$ cat src/rtl/brc_pkg.sv
package brc_pkg;
  localparam int unsigned IN_W    = 30;
  localparam int unsigned DIGITS  = 9;
  localparam int unsigned OUT_W   = 4 * DIGITS;
  localparam int unsigned INT_W   = 7;             // whole part of frac*100 fits 0..99
  localparam int unsigned B_W     = 31;            // widest second operand (prescale)
  localparam int unsigned PAIRS   = (DIGITS - 1) / 2;
  localparam int unsigned NUM_OPS = 2 + PAIRS;     // prescale, lead digit, pairs
  localparam int unsigned OP_W    = $clog2(NUM_OPS);

  function automatic logic [63:0] pow10(input int unsigned n);
    logic [63:0] r;
    r = 64'd1;
    for (int k = 0; k < n; k++) r = r * 64'd10;
    return r;
  endfunction

  typedef enum logic [1:0] {
    ST_IDLE  = 2'd0,
    ST_ISSUE = 2'd1,
    ST_WAIT  = 2'd2
  } brc_state_e;
endpackage

$ cat src/rtl/brc_mul_pipe.sv
module brc_mul_pipe #(
  parameter int unsigned A_W = 60,
  parameter int unsigned B_W = 31,
  parameter int unsigned P_W = 67,
  parameter int unsigned LAT = 3
) (
  input  logic           clk_i,
  input  logic           rst_ni,
  input  logic           issue_i,
  input  logic [A_W-1:0] a_i,
  input  logic [B_W-1:0] b_i,
  output logic           res_valid_o,
  output logic [P_W-1:0] res_o
);
  logic [P_W-1:0] prod_q  [LAT];
  logic [LAT-1:0] valid_q;

  always_ff @(posedge clk_i or negedge rst_ni) begin
    if (!rst_ni) begin
      valid_q <= '0;
      for (int k = 0; k < LAT; k++) prod_q[k] <= '0;
    end else begin
      valid_q[0] <= issue_i;
      if (issue_i) prod_q[0] <= P_W'(a_i) * P_W'(b_i);
      for (int k = 1; k < LAT; k++) begin
        valid_q[k] <= valid_q[k-1];
        prod_q[k]  <= prod_q[k-1];
      end
    end
  end

  assign res_valid_o = valid_q[LAT-1];
  assign res_o       = prod_q[LAT-1];
endmodule

$ cat src/rtl/brc_pair_lut.sv
module brc_pair_lut #(
  parameter int unsigned IDX_W = 7
) (
  input  logic [IDX_W-1:0] idx_i,
  output logic [7:0]       bcd_o
);
  localparam int unsigned ENTRIES = 100;
  logic [7:0] tbl [ENTRIES];

  for (genvar i = 0; i < ENTRIES; i++) begin : g_ent
    assign tbl[i] = {4'(i / 10), 4'(i % 10)};
  end

  always_comb begin
    bcd_o = '0;
    if (int'(idx_i) < ENTRIES) bcd_o = tbl[idx_i];
  end
endmodule

$ cat src/rtl/brc_ctrl.sv
module brc_ctrl
  import brc_pkg::*;
#(
  parameter int unsigned FRAC_W = 60,
  parameter logic [B_W-1:0] SCALE = '0
) (
  input  logic              clk_i,
  input  logic              rst_ni,
  input  logic              in_valid_i,
  output logic              in_ready_o,
  input  logic [IN_W-1:0]   in_bin_i,
  output logic              issue_o,
  output logic [FRAC_W-1:0] mul_a_o,
  output logic [B_W-1:0]    mul_b_o,
  input  logic              res_valid_i,
  input  logic [FRAC_W-1:0] res_frac_i,
  input  logic [7:0]        pair_bcd_i,
  output logic              out_valid_o,
  output logic [OUT_W-1:0]  out_bcd_o
);
  localparam logic [OP_W-1:0] LAST_OP = OP_W'(NUM_OPS - 1);

  brc_state_e        state_q;
  logic [OP_W-1:0]   op_q;
  logic [IN_W-1:0]   bin_q;
  logic [FRAC_W-1:0] frac_q;
  logic [OUT_W-1:0]  acc_q, out_q;
  logic              out_valid_q;
  logic              accept;

  assign in_ready_o = (state_q == ST_IDLE);
  assign accept     = in_valid_i && in_ready_o;
  assign issue_o    = (state_q == ST_ISSUE);

  always_comb begin
    if (op_q == '0) begin
      mul_a_o = FRAC_W'(bin_q);
      mul_b_o = SCALE;
    end else begin
      mul_a_o = frac_q;
      mul_b_o = (op_q == OP_W'(1)) ? B_W'(10) : B_W'(100);
    end
  end

  always_ff @(posedge clk_i or negedge rst_ni) begin
    if (!rst_ni) begin
      state_q     <= ST_IDLE;
      op_q        <= '0;
      bin_q       <= '0;
      frac_q      <= '0;
      acc_q       <= '0;
      out_q       <= '0;
      out_valid_q <= 1'b0;
    end else begin
      out_valid_q <= 1'b0;
      unique case (state_q)
        ST_IDLE: begin
          if (accept) begin
            bin_q   <= in_bin_i;
            op_q    <= '0;
            acc_q   <= '0;
            state_q <= ST_ISSUE;
          end
        end
        ST_ISSUE: state_q <= ST_WAIT;
        ST_WAIT: begin
          if (res_valid_i) begin
            frac_q <= res_frac_i;
            // prescale result carries no digits
            if (op_q != '0) acc_q <= {acc_q[OUT_W-9:0], pair_bcd_i};
            if (op_q == LAST_OP) begin
              out_q       <= {acc_q[OUT_W-9:0], pair_bcd_i};
              out_valid_q <= 1'b1;
              state_q     <= ST_IDLE;
            end else begin
              op_q    <= op_q + OP_W'(1);
              state_q <= ST_ISSUE;
            end
          end
        end
        default: state_q <= ST_IDLE;
      endcase
    end
  end

  assign out_valid_o = out_valid_q;
  assign out_bcd_o   = out_q;
endmodule

$ cat src/rtl/bcd_recip_conv.sv
module bcd_recip_conv
  import brc_pkg::*;
#(
  parameter int unsigned MUL_LAT = 3,
  parameter int unsigned FRAC_W  = 60   // >= 60 keeps every digit exact
) (
  input  logic             clk_i,
  input  logic             rst_ni,
  input  logic             in_valid_i,
  output logic             in_ready_o,
  input  logic [IN_W-1:0]  in_bin_i,
  output logic             out_valid_o,
  output logic [OUT_W-1:0] out_bcd_o
);
  localparam int unsigned P_W = FRAC_W + INT_W;
  localparam logic [63:0] RANGE = pow10(DIGITS);
  // round-up reciprocal: error stays positive and below one final unit
  localparam logic [63:0] SCALE_FULL = ((64'd1 << FRAC_W) + RANGE - 64'd1) / RANGE;
  localparam logic [B_W-1:0] SCALE = B_W'(SCALE_FULL);

  logic              issue;
  logic [FRAC_W-1:0] mul_a;
  logic [B_W-1:0]    mul_b;
  logic              res_valid;
  logic [P_W-1:0]    res;
  logic [7:0]        pair_bcd;

  brc_ctrl #(
    .FRAC_W(FRAC_W),
    .SCALE (SCALE)
  ) i_ctrl (
    .clk_i      (clk_i),
    .rst_ni     (rst_ni),
    .in_valid_i (in_valid_i),
    .in_ready_o (in_ready_o),
    .in_bin_i   (in_bin_i),
    .issue_o    (issue),
    .mul_a_o    (mul_a),
    .mul_b_o    (mul_b),
    .res_valid_i(res_valid),
    .res_frac_i (res[FRAC_W-1:0]),
    .pair_bcd_i (pair_bcd),
    .out_valid_o(out_valid_o),
    .out_bcd_o  (out_bcd_o)
  );

  brc_mul_pipe #(
    .A_W(FRAC_W),
    .B_W(B_W),
    .P_W(P_W),
    .LAT(MUL_LAT)
  ) i_mul (
    .clk_i      (clk_i),
    .rst_ni     (rst_ni),
    .issue_i    (issue),
    .a_i        (mul_a),
    .b_i        (mul_b),
    .res_valid_o(res_valid),
    .res_o      (res)
  );

  brc_pair_lut #(
    .IDX_W(INT_W)
  ) i_lut (
    .idx_i(res[P_W-1:FRAC_W]),
    .bcd_o(pair_bcd)
  );
endmodule

$ cat config.mk
export PLATFORM = sky130hd
export DESIGN_NAME = bcd_recip_conv
export DESIGN_NICKNAME = d
export VERILOG_FILES = /design/src/rtl/brc_pkg.sv /design/src/rtl/brc_mul_pipe.sv /design/src/rtl/brc_pair_lut.sv /design/src/rtl/brc_ctrl.sv /design/src/rtl/bcd_recip_conv.sv
export SDC_FILE = /design/constraint.sdc
export NUM_CORES = 2
export LEC_CHECK = 0
export ABC_AREA = 1
export BUFFER_PORTS_ARGS = -buffer_cell sky130_fd_sc_hd__buf_4
export CAP_MARGIN = 10
export CELL_PAD_IN_SITES_DETAIL_PLACEMENT = 1
export CELL_PAD_IN_SITES_GLOBAL_PLACEMENT = 2
export CORE_MARGIN = 1
export CORE_UTILIZATION = 45
export DETAILED_ROUTE_END_ITERATION = 10
export GPL_TIMING_DRIVEN = 0
export PLACE_DENSITY = 0.95
export SKIP_LAST_GASP = 1
export SLEW_MARGIN = 25
export SYNTH_ARGS = -nofsm -noshare
export SYNTH_HDL_FRONTEND = slang
export SYNTH_SLANG_ARGS = --single-unit
$ cat constraint.sdc
create_clock -name clk_i -period 21 [get_ports clk_i]
set_input_delay 4.2 -clock clk_i [delete_from_list [all_inputs] [get_ports clk_i]]
set_output_delay 4.2 -clock clk_i [all_outputs]
set_load 0.005 [all_outputs]
==> out/results.ini <==
[global_route]
grtUsageTotal_pct = 32.7
grt_pass1_vias = 37900
overflow = 0
grt_pass1_wl_um = 234000
antenna_found_initial = 6
grt_max_degree = 93

[routing]
postRouteWirelength_um = 155000
vias = 33600
viasPerCell = 5.16
wl_per_cell_um = 23.7
ant_nets = 0
route.detailed.drc = 0
drt-pass1-iter-count = 5
drt_iter0_markers = 2336

[layout]
area_growth_pct = 10.5
final_layout_size_suffix_gt1_share_pct = 6.82
nFillCells = 11300
num-nets-final = 6372
num_antenna_cells = 0
stdcell_area_mm2 = 0.0479

[setup_path]
crit_path_start_kind = flip-flop
cp-startpoint = i_ctrl.op_q[0]$_DFFE_PN0P_
cp.depth = 34
required_ns = 21.50
slowest_stage = nor2_2
critPathBufInv = 12
critPathTopFamily = adder cells
rr_worst_depth = 34
cp_max_fo = 10
crit_top_cell = fa_1
cp-end-kind = flip-flop
regToRegSetupSlack_ns = 11.28
r2r-end = i_mul.prod_q[186]$_DFFE_PN0P_
cp.arrival_ns = 10.22
endpoint = i_mul.prod_q[186]$_DFFE_PN0P_
r2r_start = i_ctrl.op_q[0]$_DFFE_PN0P_
max_stage_delay_ns = 0.67
path_class = flip-flop to flip-flop

[run_status]
outcome = completed

[place]
placed_area_mm2 = 0.0464
port_buffers = 70
dp_hpwl_um = 134000
gp_congestion = 1.01

[logic_synthesis]
ys_ff_latch = 364
ys_types = 52
synth_compound_area_share_pct = 4.57
yosys.area_share.simple_pct = 14.6
synth_xor_area_share_pct = 1.60
synth_edf_count = 0
muxShareOfSynthArea_pct = 1.01
seq_area_frac_synth_pct = 21.0
synth_cells = 4888
synth_warnings = 0
synth.cell_area_mm2 = 0.0434
synth-main-ff-cell = dfrtp_1
async_reset_ff_share_pct = 100
avgSynthCellArea_um2 = 8.87
synthAdderAreaFrac_pct = 44.6
synth_top_family_by_area = adder cells

[sta]
clock.fmax_mhz = 103
setup_tns_ns = 0
tightest_slew_ns = 1.02
maxSlewHeadroom_pct = 31.9
skew_ns = 0.0231
rsz0062_at_grt = false
min_period_over_period_pct = 46.3
hold_viol = 0
slew_viol_final = 0
finalSetupViolCount = 0
min_period_ns = 9.72

[floorplanning]
fp-row-count = 113
ioPinCount = 71
die_h_um = 312
start_util_pct = 45.5
die_x_um = 312
core_area_mm2 = 0.0953
dieArea_mm2 = 0.0976

[clock_tree]
post_cts_resized = 0
htree_levels = 2
cts_num_sinks = 364
clock_path_buffers = 3
cts-root-buf = clkbuf_16
cts_made_buffers = 44
holdBufCountCts = 0
tritoncts = done
clk_pin_slew_ns = 0.06
clk_latency_ns = 0.63
cts_post_setup_buffers_inserted = 0

[min_path]
min_from = i_mul.prod_q[88]$_DFF_PN0_
worstHoldPathType = flip-flop to flip-flop

[job]
drv_cap = 0

==> sequential cells by signal, summed over array words and instances (netlist names) <==
name / flops
i_mul.valid_q: 3
i_ctrl.acc_q: 28
i_ctrl.op_q: 3
i_ctrl.frac_q: 60
i_mul.res_o: 67
i_ctrl.state_q: 2
i_mul.prod_q: 134
i_ctrl.out_bcd_o: 36
i_ctrl.bin_q: 30
i_ctrl.out_valid_o: 1
==> worst min path at each step <==
| stage | slack, ns | cells past startpoint | endpoint |
|---|---|---|---|
| after floorplan | 0.33 | 0 | i_mul.res_o[0]$_DFF_PN0_ |
| after global placement | 0.33 | 0 | i_mul.valid_q[1]$_DFF_PN0_ |
| after detailed placement | 0.34 | 0 | i_mul.res_o[65]$_DFF_PN0_ |
| after CTS | 0.34 | 0 | i_mul.res_o[21]$_DFF_PN0_ |
| after global routing | 0.35 | 0 | i_mul.valid_q[1]$_DFF_PN0_ |
| final | 0.34 | 0 | i_mul.res_o[21]$_DFF_PN0_ |
==> stage by stage <==
stage               setup WS [ns]  utilization, %  std cells  hold slack [ns]
CTS                         11.34            50.3       6511            0.341
global placement            11.14            48.5       6427            0.332
global route                11.02            50.3       6511            0.352
floorplan                   13.58               -       5092            0.331
detailed placement          11.43            48.7       6431            0.336
finish                      11.28            50.3       6511            0.336
==> cells in the mapped netlist, types with 4 or more instances <==
master | count | share of area (%)
o21bai_1 | 16 | 0.28
o21ai_2 | 14 | 0.28
inv_1 | 1321 | 11
a31oi_1 | 4 | 0.058
o22ai_1 | 27 | 0.39
nand3_1 | 122 | 1.4
xnor2_1 | 36 | 0.73
nor2_2 | 15 | 0.22
mux2_2 | 39 | 1.0
nor2_4 | 10 | 0.26
clkbuf_1 | 65 | 0.56
or2_2 | 20 | 0.29
dfrtp_1 | 364 | 21
xor2_1 | 36 | 0.73
nand4_1 | 32 | 0.46
o21ai_1 | 6 | 0.069
nand2_1 | 912 | 7.9
nor3_1 | 19 | 0.22
nand3b_1 | 9 | 0.16
fa_1 | 697 | 32
buf_2 | 19 | 0.22
a31o_2 | 23 | 0.46
ha_1 | 430 | 12
a21oi_2 | 4 | 0.081
inv_2 | 23 | 0.20
a21oi_1 | 110 | 1.3
nor2_1 | 326 | 2.8
o21ai_0 | 127 | 1.5
nor2_8 | 12 | 0.55
nand2_2 | 18 | 0.26
==> worst reg2reg max path: cells and delay by family, from the launching register on <==
family,cells,cell delay [ns]
compound gates,1,0.29
fa+ha+maj,10,4.71
buf+inv,12,1.79
flops,1,0.40
simple gates,11,2.40
==> final cells by class <==
| class | instances | area (um2) | share of cell area, % |
|---|---|---|---|
| plain buffers | 90 | 415 | 0.867 |
| clock buffers | 63 | 1270 | 2.66 |
| clock inverters | 17 | 275 | 0.574 |
| inverters | 1348 | 5070 | 10.6 |
| multi-input cells | 3290 | 29600 | 61.7 |
| flip-flops and latches | 364 | 9110 | 19.0 |
| well taps | 1265 | 1580 | 3.30 |
| repair buffers | 74 | 643 | 1.34 |
==> layout by cell type, fill, tap and decap left out, drive strengths merged, types with 2 or more instances in the layout <==
master and count:
bufinv 5, o22ai 27, nand4 32, inv 1349, mux2 39, a211oi 2, dfrtp 364, xnor2 37
o21bai 16, a21oi 114, a21o 3, nor4 2, o211ai 2, ha 430, clkbuf 129, buf 98
nor2 363, fa 697, clkinv 10, conb 206, or2 21, nor3 19, nand3b 9, a31oi 4
o21ai 147, nand2 930, nand3 122, a31o 23, xor2 39
==> routing by layer <==
metal  routed length, um  global-route usage, %  share of wire, %
met5                  20                      0             0.013
met4                5770                   11.0               3.7
met3               10800                   5.50               7.0
met2               72800                   53.4                47
met1               65200                   44.1                42
==> logic make-up (layout without fill, tap and decap cells) <==
logic type                 after synthesis  in the layout
and+or+nand+nor                       1499           1499
buffers and inverters                 1438           1592
adders and majority gates             1127           1127
DFF                                    364            364
AOI/OAI and AO/OA                      343            343
xor gates and xnor gates                76             76
muxes                                   39             39
other                                    2            206
Power is left out: the tool's default activity adds up to more than one toggle a clock period on the data nets, which glitch-free logic cannot reach.
